===== config.mk =====
export PLATFORM = sky130hd
export DESIGN_NAME = irq_router
export DESIGN_NICKNAME = d
export VERILOG_FILES = /design/src/rtl/irq_router_pkg.sv /design/src/rtl/irq_status_bank.sv /design/src/rtl/irq_line_mux.sv /design/src/rtl/msg_request_arb.sv /design/src/rtl/irq_router.sv
export SDC_FILE = /design/constraint.sdc
export NUM_CORES = 1
export LEC_CHECK = 0
export ABC_AREA = 0
export BUFFER_PORTS_ARGS = -buffer_cell sky130_fd_sc_hd__buf_4
export CAP_MARGIN = 20
export CORE_AREA = 8 8 145 147
export DETAILED_ROUTE_END_ITERATION = 8
export DIE_AREA = 0 0 153 155
export PLACE_DENSITY = 0.67
export SYNTH_ARGS = -nofsm -noshare
export SYNTH_HDL_FRONTEND = slang
export SYNTH_SLANG_ARGS = --single-unit

===== constraint.sdc =====
create_clock -name clk -period 1.5 [get_ports clk]
set_input_delay 0.3 -clock clk [delete_from_list [all_inputs] [get_ports clk]]
set_output_delay 0.3 -clock clk [all_outputs]
set_load 0.05 [all_outputs]

===== src/rtl/irq_router_pkg.sv =====
package irq_router_pkg;
  localparam int MSG_W = 32;

  typedef struct packed {
    logic [MSG_W-1:0] addr;
    logic [MSG_W-1:0] data;
  } msg_req_t;
endpackage


===== src/rtl/irq_status_bank.sv =====
module irq_status_bank #(
  parameter int NUM_CH = 4
) (
  input  logic              clk,
  input  logic              rst_n,
  input  logic              glb_en,
  input  logic [NUM_CH-1:0] ch_en,
  input  logic [NUM_CH-1:0] ch_level,
  input  logic [NUM_CH-1:0] ch_msg_en,
  input  logic [NUM_CH-1:0] fire,
  input  logic              clr_valid,
  input  logic [NUM_CH-1:0] clr_mask,
  output logic [NUM_CH-1:0] status_q,
  output logic [NUM_CH-1:0] pulse_q,
  output logic [NUM_CH-1:0] msg_fire,
  output logic [NUM_CH-1:0] msg_keep
);
  logic [NUM_CH-1:0] msg_en_q;
  logic [NUM_CH-1:0] armed;

  assign armed = ch_en & {NUM_CH{glb_en}};

  for (genvar i = 0; i < NUM_CH; i++) begin : g_ch
    logic set_lvl, set_pls, kill;
    assign set_lvl = fire[i] & armed[i] & ch_level[i] & ~ch_msg_en[i];
    assign set_pls = fire[i] & armed[i] & ~ch_level[i] & ~ch_msg_en[i];
    assign kill    = ~armed[i] | (ch_msg_en[i] & ~msg_en_q[i])
                   | (clr_valid & clr_mask[i]);
    assign msg_fire[i] = fire[i] & armed[i] & ch_msg_en[i];
    assign msg_keep[i] = armed[i] & ch_msg_en[i];

    always_ff @(posedge clk) begin
      if (!rst_n) begin
        status_q[i] <= 1'b0;
        pulse_q[i]  <= 1'b0;
        msg_en_q[i] <= 1'b0;
      end else begin
        status_q[i] <= kill ? 1'b0 : (status_q[i] | set_lvl);
        pulse_q[i]  <= set_pls;
        msg_en_q[i] <= ch_msg_en[i];
      end
    end
  end
endmodule


===== src/rtl/irq_line_mux.sv =====
module irq_line_mux #(
  parameter int NUM_CH    = 4,
  parameter int NUM_LINES = 16,
  parameter int ROUTE_W   = 4,
  parameter int LINE_A    = 0,
  parameter int LINE_B    = 8
) (
  input  logic                           legacy,
  input  logic [NUM_CH-1:0][ROUTE_W-1:0] route,
  input  logic [NUM_CH-1:0]              active,
  input  logic                           pit_lvl,
  input  logic                           rtc_lvl,
  output logic [NUM_LINES-1:0]           lines
);
  logic [NUM_CH-1:0][ROUTE_W-1:0] dest;

  for (genvar i = 0; i < NUM_CH; i++) begin : g_dest
    if (i == 0) begin : g_fix_a
      assign dest[i] = legacy ? ROUTE_W'(LINE_A) : route[i];
    end else if (i == 1) begin : g_fix_b
      assign dest[i] = legacy ? ROUTE_W'(LINE_B) : route[i];
    end else begin : g_free
      assign dest[i] = route[i];
    end
  end

  always_comb begin
    lines = '0;
    for (int i = 0; i < NUM_CH; i++) begin
      if (active[i] && (int'(dest[i]) < NUM_LINES))
        lines[dest[i]] = 1'b1;
    end
    if (!legacy) begin
      lines[LINE_A] = lines[LINE_A] | pit_lvl;
      lines[LINE_B] = lines[LINE_B] | rtc_lvl;
    end
  end
endmodule


===== src/rtl/msg_request_arb.sv =====
module msg_request_arb
  import irq_router_pkg::*;
#(
  parameter int NUM_CH = 4
) (
  input  logic                         clk,
  input  logic                         rst_n,
  input  logic [NUM_CH-1:0]            msg_fire,
  input  logic [NUM_CH-1:0]            msg_keep,
  input  logic [NUM_CH-1:0][MSG_W-1:0] ch_addr,
  input  logic [NUM_CH-1:0][MSG_W-1:0] ch_data,
  input  logic                         out_ready,
  output logic                         out_valid,
  output msg_req_t                     out_req
);
  logic [NUM_CH-1:0] pend_q, grant;
  logic              free;
  msg_req_t          pick;

  assign free  = ~out_valid | out_ready;
  assign grant = free ? (pend_q & (~pend_q + NUM_CH'(1))) : '0;

  always_comb begin
    pick = '0;
    for (int i = 0; i < NUM_CH; i++) begin
      if (grant[i]) begin
        pick.addr = pick.addr | ch_addr[i];
        pick.data = pick.data | ch_data[i];
      end
    end
  end

  always_ff @(posedge clk) begin
    if (!rst_n) begin
      pend_q    <= '0;
      out_valid <= 1'b0;
      out_req   <= '0;
    end else begin
      pend_q <= ((pend_q & ~grant) | msg_fire) & msg_keep;
      if (free) begin
        out_valid <= |grant;
        if (|grant) out_req <= pick;
      end
    end
  end
endmodule


===== src/rtl/irq_router.sv =====
module irq_router
  import irq_router_pkg::*;
#(
  parameter int NUM_CH    = 4,
  parameter int NUM_LINES = 16,
  parameter int LINE_A    = 0,
  parameter int LINE_B    = 8,
  localparam int ROUTE_W  = $clog2(NUM_LINES)
) (
  input  logic                           clk,
  input  logic                           rst_n,
  input  logic                           glb_enable,
  input  logic                           legacy_mode,
  input  logic [NUM_CH-1:0]              ch_enable,
  input  logic [NUM_CH-1:0]              ch_level,
  input  logic [NUM_CH-1:0]              ch_msg_en,
  input  logic [NUM_CH-1:0][ROUTE_W-1:0] ch_route,
  input  logic [NUM_CH-1:0][MSG_W-1:0]   ch_msg_addr,
  input  logic [NUM_CH-1:0][MSG_W-1:0]   ch_msg_data,
  input  logic [NUM_CH-1:0]              fire,
  input  logic                           sts_clr_valid,
  input  logic [NUM_CH-1:0]              sts_clr_mask,
  input  logic                           pit_in,
  input  logic                           rtc_in,
  output logic [NUM_CH-1:0]              status,
  output logic [NUM_LINES-1:0]           irq_lines,
  output logic                           pit_enable,
  output logic                           msg_valid,
  input  logic                           msg_ready,
  output logic [MSG_W-1:0]               msg_addr,
  output logic [MSG_W-1:0]               msg_data
);
  logic              legacy_q, pit_q, rtc_q;
  logic [NUM_CH-1:0] pulse, msg_fire, msg_keep;
  msg_req_t          req;

  always_ff @(posedge clk) begin
    if (!rst_n) begin
      legacy_q <= 1'b0;
      pit_q    <= 1'b0;
      rtc_q    <= 1'b0;
    end else begin
      legacy_q <= legacy_mode;
      pit_q    <= pit_in;
      rtc_q    <= rtc_in;
    end
  end

  assign pit_enable = ~legacy_q;

  irq_status_bank #(.NUM_CH(NUM_CH)) u_bank (
    .clk       (clk),
    .rst_n     (rst_n),
    .glb_en    (glb_enable),
    .ch_en     (ch_enable),
    .ch_level  (ch_level),
    .ch_msg_en (ch_msg_en),
    .fire      (fire),
    .clr_valid (sts_clr_valid),
    .clr_mask  (sts_clr_mask),
    .status_q  (status),
    .pulse_q   (pulse),
    .msg_fire  (msg_fire),
    .msg_keep  (msg_keep)
  );

  irq_line_mux #(
    .NUM_CH(NUM_CH), .NUM_LINES(NUM_LINES), .ROUTE_W(ROUTE_W),
    .LINE_A(LINE_A), .LINE_B(LINE_B)
  ) u_mux (
    .legacy  (legacy_q),
    .route   (ch_route),
    .active  (status | pulse),
    .pit_lvl (pit_q),
    .rtc_lvl (rtc_q),
    .lines   (irq_lines)
  );

  msg_request_arb #(.NUM_CH(NUM_CH)) u_arb (
    .clk       (clk),
    .rst_n     (rst_n),
    .msg_fire  (msg_fire),
    .msg_keep  (msg_keep),
    .ch_addr   (ch_msg_addr),
    .ch_data   (ch_msg_data),
    .out_ready (msg_ready),
    .out_valid (msg_valid),
    .out_req   (req)
  );

  assign msg_addr = req.addr;
  assign msg_data = req.data;
endmodule


==> run_summary.xml, run 1 <==
<?xml version="1.0" encoding="UTF-8"?>
<metrics>
  <group name="logic_synthesis">
    <metric name="yosysWarnings" unit="">0</metric>
    <metric name="synth.top_cells.by_area" unit="">sky130_fd_sc_hd__dfxtp_1 (27%), sky130_fd_sc_hd__o311a_1 (10%), sky130_fd_sc_hd__a2111oi_0 (9.6%)</metric>
    <metric name="postSynthCellCount" unit="">721</metric>
    <metric name="synth.ff_latch_count" unit="">84</metric>
    <metric name="synth.top_cell.area_share" unit="%">27.2</metric>
    <metric name="register_area_share_after_synthesis" unit="%">27.2</metric>
    <metric name="post_synth_instance_area" unit="mm^2">0.00618</metric>
    <metric name="synth.distinct_cells" unit="">44</metric>
    <metric name="synth_net_count" unit="">1021</metric>
    <metric name="asyncSetResetFlopFracSynth" unit="%">0</metric>
    <metric name="yosysMostFrequentCell" unit="">sky130_fd_sc_hd__dfxtp_1</metric>
    <metric name="syn_avg_cell_area" unit="um^2">8.57</metric>
    <metric name="yosysTopAreaCell" unit="">sky130_fd_sc_hd__dfxtp_1</metric>
    <metric name="synth_enable_flop_cells" unit="">0</metric>
    <metric name="commonest_register_cell_after_synthesis" unit="">sky130_fd_sc_hd__dfxtp_1</metric>
    <metric name="most_frequent_cells_after_synthesis" unit="">sky130_fd_sc_hd__dfxtp_1 (84), sky130_fd_sc_hd__nand3b_1 (76), sky130_fd_sc_hd__a2111oi_0 (68)</metric>
  </group>
  <group name="power">
    <metric name="proportion_of_total_power_due_to_net_switching" unit="%">32.5</metric>
    <metric name="ir_drop" unit="mV">0.499</metric>
    <metric name="p_comb_share" unit="%">33.4</metric>
    <metric name="power.net_switching" unit="mW">2.30</metric>
    <metric name="sequentialPowerShare" unit="%">34.2</metric>
    <metric name="static-leakage-power" unit="nW">4.69</metric>
    <metric name="internal_power" unit="mW">4.77</metric>
    <metric name="power_density" unit="mW/mm^2">633</metric>
    <metric name="clock_power_share" unit="%">32.4</metric>
  </group>
  <group name="sta">
    <metric name="timing.final.hold_violations" unit="">0</metric>
    <metric name="timing.setup.tns" unit="ps">-14600</metric>
    <metric name="report.final.setup_viol" unit="">81</metric>
    <metric name="max_clock_freq" unit="MHz">514</metric>
    <metric name="fin_crit" unit="ps">1940</metric>
    <metric name="timing.final.ws_setup" unit="ps">-444</metric>
    <metric name="rsz_0062_raised_after_global_routing" unit="">true</metric>
    <metric name="timing.final.max_slew_violations" unit="">0</metric>
    <metric name="hold_slack" unit="ps">122</metric>
    <metric name="slew-limit-headroom" unit="%">63.0</metric>
    <metric name="actual_transition_at_the_worst_max_transition_pin" unit="ps">554</metric>
    <metric name="finalCritPeriodShare" unit="%">130</metric>
    <metric name="fin_skew" unit="ps">14.8</metric>
  </group>
  <group name="die">
    <metric name="num_rows" unit="">51</metric>
    <metric name="io_pins" unit="">386</metric>
    <metric name="core" unit="mm^2">0.0190</metric>
    <metric name="design.die.area" unit="mm^2">0.0237</metric>
    <metric name="fp.dieW" unit="um">153</metric>
    <metric name="start_util" unit="%">32.6</metric>
    <metric name="die_height" unit="um">155</metric>
  </group>
  <group name="cells_and_area">
    <metric name="layout-area-overhead-vs-synth" unit="%">80.5</metric>
    <metric name="drive_above_1_share" unit="%">49.4</metric>
    <metric name="seq_area" unit="mm^2">0.00172</metric>
    <metric name="finalNonFillerCells" unit="">1371</metric>
    <metric name="fill_cells" unit="">1701</metric>
    <metric name="stdcell_area" unit="mm^2">0.0111</metric>
    <metric name="number_of_nets_in_the_layout" unit="">1427</metric>
    <metric name="multiInputGateArea" unit="mm^2">0.00424</metric>
  </group>
  <group name="placement">
    <metric name="dp_worst_setup_slack" unit="ps">-209</metric>
    <metric name="dpl.hpwl" unit="um">24200</metric>
    <metric name="dp_cells" unit="">1310</metric>
    <metric name="last_weighted_congestion_value_of_the_routability_driven_placer" unit="">0.918</metric>
    <metric name="placement.cell_area" unit="mm^2">0.00963</metric>
    <metric name="port_buffers" unit="">385</metric>
  </group>
  <group name="worst_setup_path">
    <metric name="r2r_start" unit="">u_arb.pend_q[1]$_SDFF_PN0_</metric>
    <metric name="timing.critical_path.arrival" unit="ps">1640</metric>
    <metric name="cp-endpoint" unit="">irq_lines[15]</metric>
    <metric name="worstSetupPathType" unit="">flip-flop to output port</metric>
    <metric name="reg2reg_to" unit="">u_arb.out_req[13]$_SDFFE_PN0P_</metric>
    <metric name="r2r.worst_path.cells" unit="">7</metric>
    <metric name="worst-endpoint-required" unit="ps">1200</metric>
    <metric name="setup.worst_path.start_class" unit="">flip-flop</metric>
    <metric name="worstSetupStartpoint" unit="">legacy_q$_SDFF_PN0_</metric>
    <metric name="setup.reg_to_reg.worst_slack" unit="ps">-160</metric>
    <metric name="crit_path_end_kind" unit="">output port</metric>
    <metric name="crit_fanout" unit="">6</metric>
  </group>
  <group name="clocking">
    <metric name="clkSinkCount" unit="">84</metric>
    <metric name="cts-htree-levels" unit="">3</metric>
    <metric name="cts_root_buf" unit="">sky130_fd_sc_hd__clkbuf_16</metric>
    <metric name="clk_pin_slew_worst_paths" unit="ps">60</metric>
    <metric name="worst_skew_pair.late_latency" unit="ps">360</metric>
    <metric name="clock_tree.buffer_depth" unit="">2</metric>
    <metric name="cts_tree" unit="">done</metric>
    <metric name="tritoncts.num_buffers" unit="">9</metric>
  </group>
  <group name="detailed_routing">
    <metric name="avgRoutedWirePerCell" unit="um">25.4</metric>
    <metric name="drt.antenna.violating_nets" unit="">0</metric>
    <metric name="drt-total-wl" unit="um">34900</metric>
    <metric name="drtPass1Iterations" unit="">5</metric>
    <metric name="drtIter0Drc" unit="">604</metric>
    <metric name="vias" unit="">8133</metric>
    <metric name="drcViolationCount" unit="">0</metric>
    <metric name="routed_via_density" unit="">5.93</metric>
  </group>
  <group name="outcome">
    <metric name="outcome" unit="">finished, violations left</metric>
    <metric name="failing_checks" unit="">negative setup slack</metric>
  </group>
  <group name="grt">
    <metric name="maximum_number_of_pins_on_one_net_before_global_route_repair" unit="">72</metric>
    <metric name="grt_first_pass_wirelength" unit="um">50300</metric>
    <metric name="grt_overflow" unit="">0</metric>
    <metric name="first_global_vias" unit="">8250</metric>
    <metric name="initial_antenna_violation_count" unit="">1</metric>
    <metric name="globalRouteTotalUtil" unit="%">27.5</metric>
  </group>
  <group name="run">
    <metric name="cap_viol_max_count" unit="">0</metric>
  </group>
  <group name="worst_hold_path">
    <metric name="hold_path_class" unit="">input pin to flip-flop</metric>
  </group>
</metrics>
through the flow:
stage               power (mW)  util (%)
floorplan                 3.46         -
global placement          4.53      50.8
detailed placement        4.55      50.8
CTS                       7.06      57.5
global route              7.32      58.8
finish                    7.06      58.8
layer usage:
layer,GRT usage (%),vias to the layer above,share of wire (%)
met5,0,-,0
met4,13.5,0,4.4
met3,7.99,73,7.6
met2,47.9,401,49
met1,30.4,3917,39
li1,-,3742,-
final cells by class:
| type | instances | share of cell area (%) |
|---|---|---|
| antenna | 1 | 0.0224 |
| tap | 238 | 2.67 |
| multi-input combinational | 530 | 38.1 |
| timing repair buffer | 491 | 40.8 |
| clock inverter | 5 | 0.348 |
| clock buffer | 11 | 2.28 |
| sequential | 84 | 15.4 |
| inverter | 11 | 0.404 |
how the worst min path moves through the flow:
stage | from | endpoint | slack [ps] | cells after the start
global placement | u_bank.msg_en_q[3]$_SDFF_PN0_ | u_bank.status_q[3]$_SDFF_PP0_ | 450 | 2
floorplan | ch_msg_en[3] | u_bank.pulse_q[3]$_SDFF_PN0_ | 380 | 1
finish | ch_level[1] | u_bank.pulse_q[1]$_SDFF_PN0_ | 120 | 2
CTS | ch_msg_en[0] | u_bank.pulse_q[0]$_SDFF_PN0_ | 110 | 2
global route | ch_level[2] | u_bank.pulse_q[2]$_SDFF_PN0_ | 110 | 2
detailed placement | u_bank.msg_en_q[3]$_SDFF_PN0_ | u_bank.status_q[3]$_SDFF_PP0_ | 470 | 2
critical path, stage by stage (launching register included):
cell and delay (ps):
sky130_fd_sc_hd__dfxtp_4 370, sky130_fd_sc_hd__buf_6 140, sky130_fd_sc_hd__buf_6 110, sky130_fd_sc_hd__and3b_2 270
sky130_fd_sc_hd__nand4_1 120, sky130_fd_sc_hd__nand4_1 120, sky130_fd_sc_hd__buf_6 170
state kept, by name, indices dropped and copies added, names as in the netlist:
| name | flops |
|---|---|
| u_arb.out_req | 64 |
| u_arb.pend_q | 4 |
| u_bank.msg_en_q | 4 |
| u_bank.pulse_q | 4 |
| u_bank.status_q | 4 |
| legacy_q | 1 |
| pit_q | 1 |
| rtc_q | 1 |
| u_arb.out_valid | 1 |
cell families after synthesis:
group	Yosys count	share of synthesized area (%)
flops	84	27.2
simple gates	234	22.5
compound gates	296	41.3
buf+inv	107	8.91
layout by cell type, fill, tap and decap left out, types with 17 or more instances in the layout:
cell,instances
sky130_fd_sc_hd__nand4_1,23
sky130_fd_sc_hd__a22o_1,61
sky130_fd_sc_hd__buf_16,17
sky130_fd_sc_hd__o21bai_1,65
sky130_fd_sc_hd__buf_4,408
sky130_fd_sc_hd__nand2_1,64
sky130_fd_sc_hd__nand3b_1,76
sky130_fd_sc_hd__dfxtp_1,74
sky130_fd_sc_hd__a2111oi_0,51
sky130_fd_sc_hd__o311a_1,64
sky130_fd_sc_hd__buf_12,23
sky130_fd_sc_hd__nand3_1,22
sky130_fd_sc_hd__buf_6,34
power by group through the flow:
| stage | clock (mW) | combinational (mW) | sequential [mW] |
|---|---|---|---|
| after floorplan | 0 | 0.605 | 2.85 |
| after global placement | 0 | 2.07 | 2.46 |
| after detailed placement | 0 | 2.08 | 2.47 |
| after CTS | 2.33 | 2.31 | 2.41 |
| after global routing | 2.42 | 2.47 | 2.43 |
| final | 2.29 | 2.36 | 2.42 |
what timing repair did:
action	4_1_cts	5_1_grt
gates resized for setup	78	59
pin swaps	103	46
setup endpoints to repair	76	84
gates cloned	19	4
hold buffers	0	0
buffers inserted	20	9
No activity file was read; power rests on OpenSTA's default activity.
==> run 2, diff against run 1 <==
--- a/config.mk
+++ b/config.mk
@@ -7,11 +7,10 @@
 export LEC_CHECK = 0
 export ABC_AREA = 0
 export BUFFER_PORTS_ARGS = -buffer_cell sky130_fd_sc_hd__buf_4
-export CAP_MARGIN = 20
-export CORE_AREA = 8 8 145 147
+export CORE_AREA = 8 8 143 145
 export DETAILED_ROUTE_END_ITERATION = 8
-export DIE_AREA = 0 0 153 155
-export PLACE_DENSITY = 0.67
+export DIE_AREA = 0 0 151 153
+export PLACE_DENSITY = 0.66
 export SYNTH_ARGS = -nofsm -noshare
 export SYNTH_HDL_FRONTEND = slang
 export SYNTH_SLANG_ARGS = --single-unit
==> constraint.sdc (replaced) <==
create_clock -name clk -period 2 [get_ports clk]
set_input_delay 0.4 -clock clk [delete_from_list [all_inputs] [get_ports clk]]
set_output_delay 0.4 -clock clk [all_outputs]
set_load 0.05 [all_outputs]
==> run 2 against run 1 <==
The run still ends with negative setup slack left. First-iteration DRC count down 12%. Utilization decreased by 4.8 points. Register-to-register slack better by 200 ps. Critical path depth grew 1. Cell area is 11% lower. Clock skew decreased by 7.5 ps. Total power is 29% lower. Routed wire length decreased by 7.8%.
==> run_summary.xml, run 2 (synthesized netlist as in run 1, its figures left out) <==
<?xml version="1.0" encoding="UTF-8"?>
<metrics>
  <group name="detailed_routing">
    <metric name="drtIter0Drc" unit="">529</metric>
    <metric name="drt.antenna.violating_nets" unit="">0</metric>
    <metric name="avgRoutedWirePerCell" unit="um">24.7</metric>
    <metric name="drcViolationCount" unit="">0</metric>
    <metric name="routed_via_density" unit="">5.91</metric>
    <metric name="drt-total-wl" unit="um">32100</metric>
    <metric name="drtPass1Iterations" unit="">5</metric>
    <metric name="vias" unit="">7692</metric>
  </group>
  <group name="cells_and_area">
    <metric name="largest_register_ff_count" unit="">64</metric>
    <metric name="layout-area-overhead-vs-synth" unit="%">59.9</metric>
    <metric name="seq_area" unit="mm^2">0.00170</metric>
    <metric name="number_of_nets_in_the_layout" unit="">1362</metric>
    <metric name="layout_common_cells" unit="">sky130_fd_sc_hd__buf_4 (391), sky130_fd_sc_hd__nand3b_1 (76), sky130_fd_sc_hd__dfxtp_1 (76)</metric>
    <metric name="drive_above_1_share" unit="%">44.9</metric>
    <metric name="fill_cells" unit="">1763</metric>
    <metric name="largest_register" unit="">u_arb.out_req</metric>
    <metric name="multiInputGateArea" unit="mm^2">0.00414</metric>
    <metric name="layout.cells.most_common" unit="">sky130_fd_sc_hd__buf_4</metric>
    <metric name="num_antenna_cells" unit="">0</metric>
  </group>
  <group name="power">
    <metric name="proportion_of_total_power_due_to_net_switching" unit="%">32.0</metric>
    <metric name="clock_power_share" unit="%">32.6</metric>
    <metric name="totalPowerFinal" unit="mW">5.02</metric>
    <metric name="internal_power" unit="mW">3.42</metric>
    <metric name="power_density" unit="mW/mm^2">509</metric>
    <metric name="ir_drop" unit="mV">0.397</metric>
    <metric name="p_comb_share" unit="%">31.1</metric>
    <metric name="sequentialPowerShare" unit="%">36.3</metric>
    <metric name="power.net_switching" unit="mW">1.61</metric>
    <metric name="static-leakage-power" unit="nW">4.10</metric>
  </group>
  <group name="grt">
    <metric name="grt_overflow" unit="">0</metric>
    <metric name="maximum_number_of_pins_on_one_net_before_global_route_repair" unit="">86</metric>
    <metric name="initial_antenna_violation_count" unit="">0</metric>
    <metric name="first_global_vias" unit="">7888</metric>
    <metric name="globalRouteTotalUtil" unit="%">26.4</metric>
    <metric name="grt_first_pass_wirelength" unit="um">47200</metric>
  </group>
  <group name="sta">
    <metric name="fin_crit" unit="ps">2010</metric>
    <metric name="actual_transition_at_the_worst_max_transition_pin" unit="ps">1220</metric>
    <metric name="rsz_0062_raised_after_global_routing" unit="">true</metric>
    <metric name="report.final.setup_viol" unit="">2</metric>
    <metric name="slew-limit-headroom" unit="%">18.4</metric>
    <metric name="timing.final.ws_setup" unit="ps">-10.9</metric>
    <metric name="timing.setup.tns" unit="ps">-18.8</metric>
    <metric name="hold_slack" unit="ps">218</metric>
    <metric name="timing.final.max_slew_violations" unit="">0</metric>
    <metric name="fin_skew" unit="ps">7.33</metric>
    <metric name="timing.final.hold_violations" unit="">0</metric>
    <metric name="max_clock_freq" unit="MHz">497</metric>
    <metric name="finalCritPeriodShare" unit="%">101</metric>
  </group>
  <group name="clocking">
    <metric name="tritoncts.num_buffers" unit="">9</metric>
    <metric name="hold_buffers" unit="">0</metric>
    <metric name="cts-htree-levels" unit="">3</metric>
    <metric name="clock_tree.buffer_depth" unit="">2</metric>
    <metric name="cts_tree" unit="">done</metric>
    <metric name="clkSinkCount" unit="">84</metric>
    <metric name="worst_skew_pair.late_latency" unit="ps">350</metric>
    <metric name="clk_pin_slew_worst_paths" unit="ps">60</metric>
    <metric name="cts_root_buf" unit="">sky130_fd_sc_hd__clkbuf_16</metric>
  </group>
  <group name="worst_setup_path">
    <metric name="worstSetupPathType" unit="">flip-flop to output port</metric>
    <metric name="crit_path_end_kind" unit="">output port</metric>
    <metric name="crit_fanout" unit="">6</metric>
    <metric name="crit_path_frequent_cell" unit="">sky130_fd_sc_hd__buf_6</metric>
    <metric name="r2r.worst_path.cells" unit="">5</metric>
    <metric name="worst-endpoint-required" unit="ps">1600</metric>
    <metric name="setup.worst_path.start_class" unit="">flip-flop</metric>
    <metric name="r2r_start" unit="">u_arb.pend_q[0]$_SDFF_PN0_</metric>
    <metric name="timing.critical_path.slowest_cell_delay" unit="ps">380</metric>
    <metric name="timing.critical_path.arrival" unit="ps">1610</metric>
    <metric name="setup.reg_to_reg.worst_slack" unit="ps">40</metric>
    <metric name="cp-endpoint" unit="">irq_lines[10]</metric>
    <metric name="worstSetupStartpoint" unit="">legacy_q$_SDFF_PN0_</metric>
    <metric name="critical_path.slowest_cell" unit="">sky130_fd_sc_hd__dfxtp_4</metric>
    <metric name="reg2reg_to" unit="">u_arb.out_req[47]$_SDFFE_PN0P_</metric>
    <metric name="critical_path.cell_chain" unit="">buf_6 -&gt; buf_6 -&gt; clkinvlp_4 -&gt; buf_4 -&gt; nand4_1 -&gt; nand4_1 -&gt; buf_6</metric>
  </group>
  <group name="die">
    <metric name="core" unit="mm^2">0.0183</metric>
    <metric name="io_pins" unit="">386</metric>
    <metric name="start_util" unit="%">33.8</metric>
    <metric name="fp.dieW" unit="um">151</metric>
    <metric name="num_rows" unit="">50</metric>
    <metric name="design.die.area" unit="mm^2">0.0231</metric>
    <metric name="die_height" unit="um">153</metric>
  </group>
  <group name="placement">
    <metric name="dpl.hpwl" unit="um">24300</metric>
    <metric name="last_weighted_congestion_value_of_the_routability_driven_placer" unit="">0.899</metric>
    <metric name="port_buffers" unit="">385</metric>
  </group>
  <group name="worst_hold_path">
    <metric name="hold_path_class" unit="">input pin to flip-flop</metric>
    <metric name="min_from" unit="">ch_level[0]</metric>
  </group>
  <group name="outcome">
    <metric name="failing_checks" unit="">negative setup slack</metric>
    <metric name="outcome" unit="">finished, violations left</metric>
  </group>
  <group name="run">
    <metric name="cap_viol_max_count" unit="">0</metric>
  </group>
</metrics>
[run 2: cell count changes in the layout (fill, tap and decap cells not counted), sizes merged, moves of 2 or more]
cell / before / now
clkinv: 0 / 4
buf: 487 / 425
inv: 13 / 10
clkbuf: 15 / 12
clkinvlp: 3 / 1
[run 2: layer usage]
layer,GRT usage (%),share of wire (%),wire length (um),up-vias
li1,-,-,-,3601
met1,30.8,39,12600,3689
met2,44.1,49,15700,345
met3,7.12,8.2,2650,57
met4,11.7,3.8,1220,0
met5,0,0,0,-
[run 2: power by group through the flow]
| stage | registers (mW) | clock network [mW] | logic [mW] |
|---|---|---|---|
| floorplan | 2.15 | 0 | 0.447 |
| global placement | 1.86 | 0 | 1.52 |
| detailed placement | 1.86 | 0 | 1.52 |
| CTS | 1.82 | 1.67 | 1.55 |
| global route | 1.83 | 1.74 | 1.64 |
| finish | 1.82 | 1.64 | 1.56 |
[run 2: area by class of cell]
class / count / area share (%)
multi-input combinational: 531 / 42.0
timing repair buffer: 425 / 34.6
clock inverter: 4 / 0.241
clock buffer: 12 / 2.60
tap: 234 / 2.97
sequential: 84 / 17.2
inverter: 11 / 0.456
[run 2: how the worst min path moves through the flow]
| stage | slack, ps | cells after the start | to |
|---|---|---|---|
| 4_1_cts | 200 | 2 | u_bank.pulse_q[3]$_SDFF_PN0_ |
| 6_report | 220 | 2 | u_bank.pulse_q[0]$_SDFF_PN0_ |
| 5_1_grt | 200 | 2 | u_bank.pulse_q[0]$_SDFF_PN0_ |
| 2_1_floorplan | 450 | 2 | u_bank.status_q[3]$_SDFF_PP0_ |
| 3_5_place_dp | 470 | 2 | u_bank.status_q[3]$_SDFF_PP0_ |
| 3_3_place_gp | 470 | 2 | u_bank.status_q[3]$_SDFF_PP0_ |
[run 2: stage by stage]
step / util (%) / setup slack, ps / area (um^2) / std cells
final: 54.1 / -10.9 / 9870 / 1301
after global routing: 54.1 / -73.2 / 9870 / 1301
after CTS: 53.7 / -20.1 / 9800 / 1299
after detailed placement: 51.1 / 8.85 / 9340 / 1278
after global placement: 51.1 / 96.1 / 9340 / 1278
after floorplan: - / 0.513 / 6240 / 721
[run 2: timing repair]
action,CTS,global route
endpoints found under the setup margin,16,35
buffers inserted,5,1
resized for setup,37,13
gates cloned,0,1
pin swaps,11,13
[run 2: worst max-delay path: cells and delay by family (launching register included)]
family | cells | cell delay, ps
flip-flops | 1 | 380
buffers and inverters | 5 | 680
AND/OR/NAND/NOR | 2 | 210
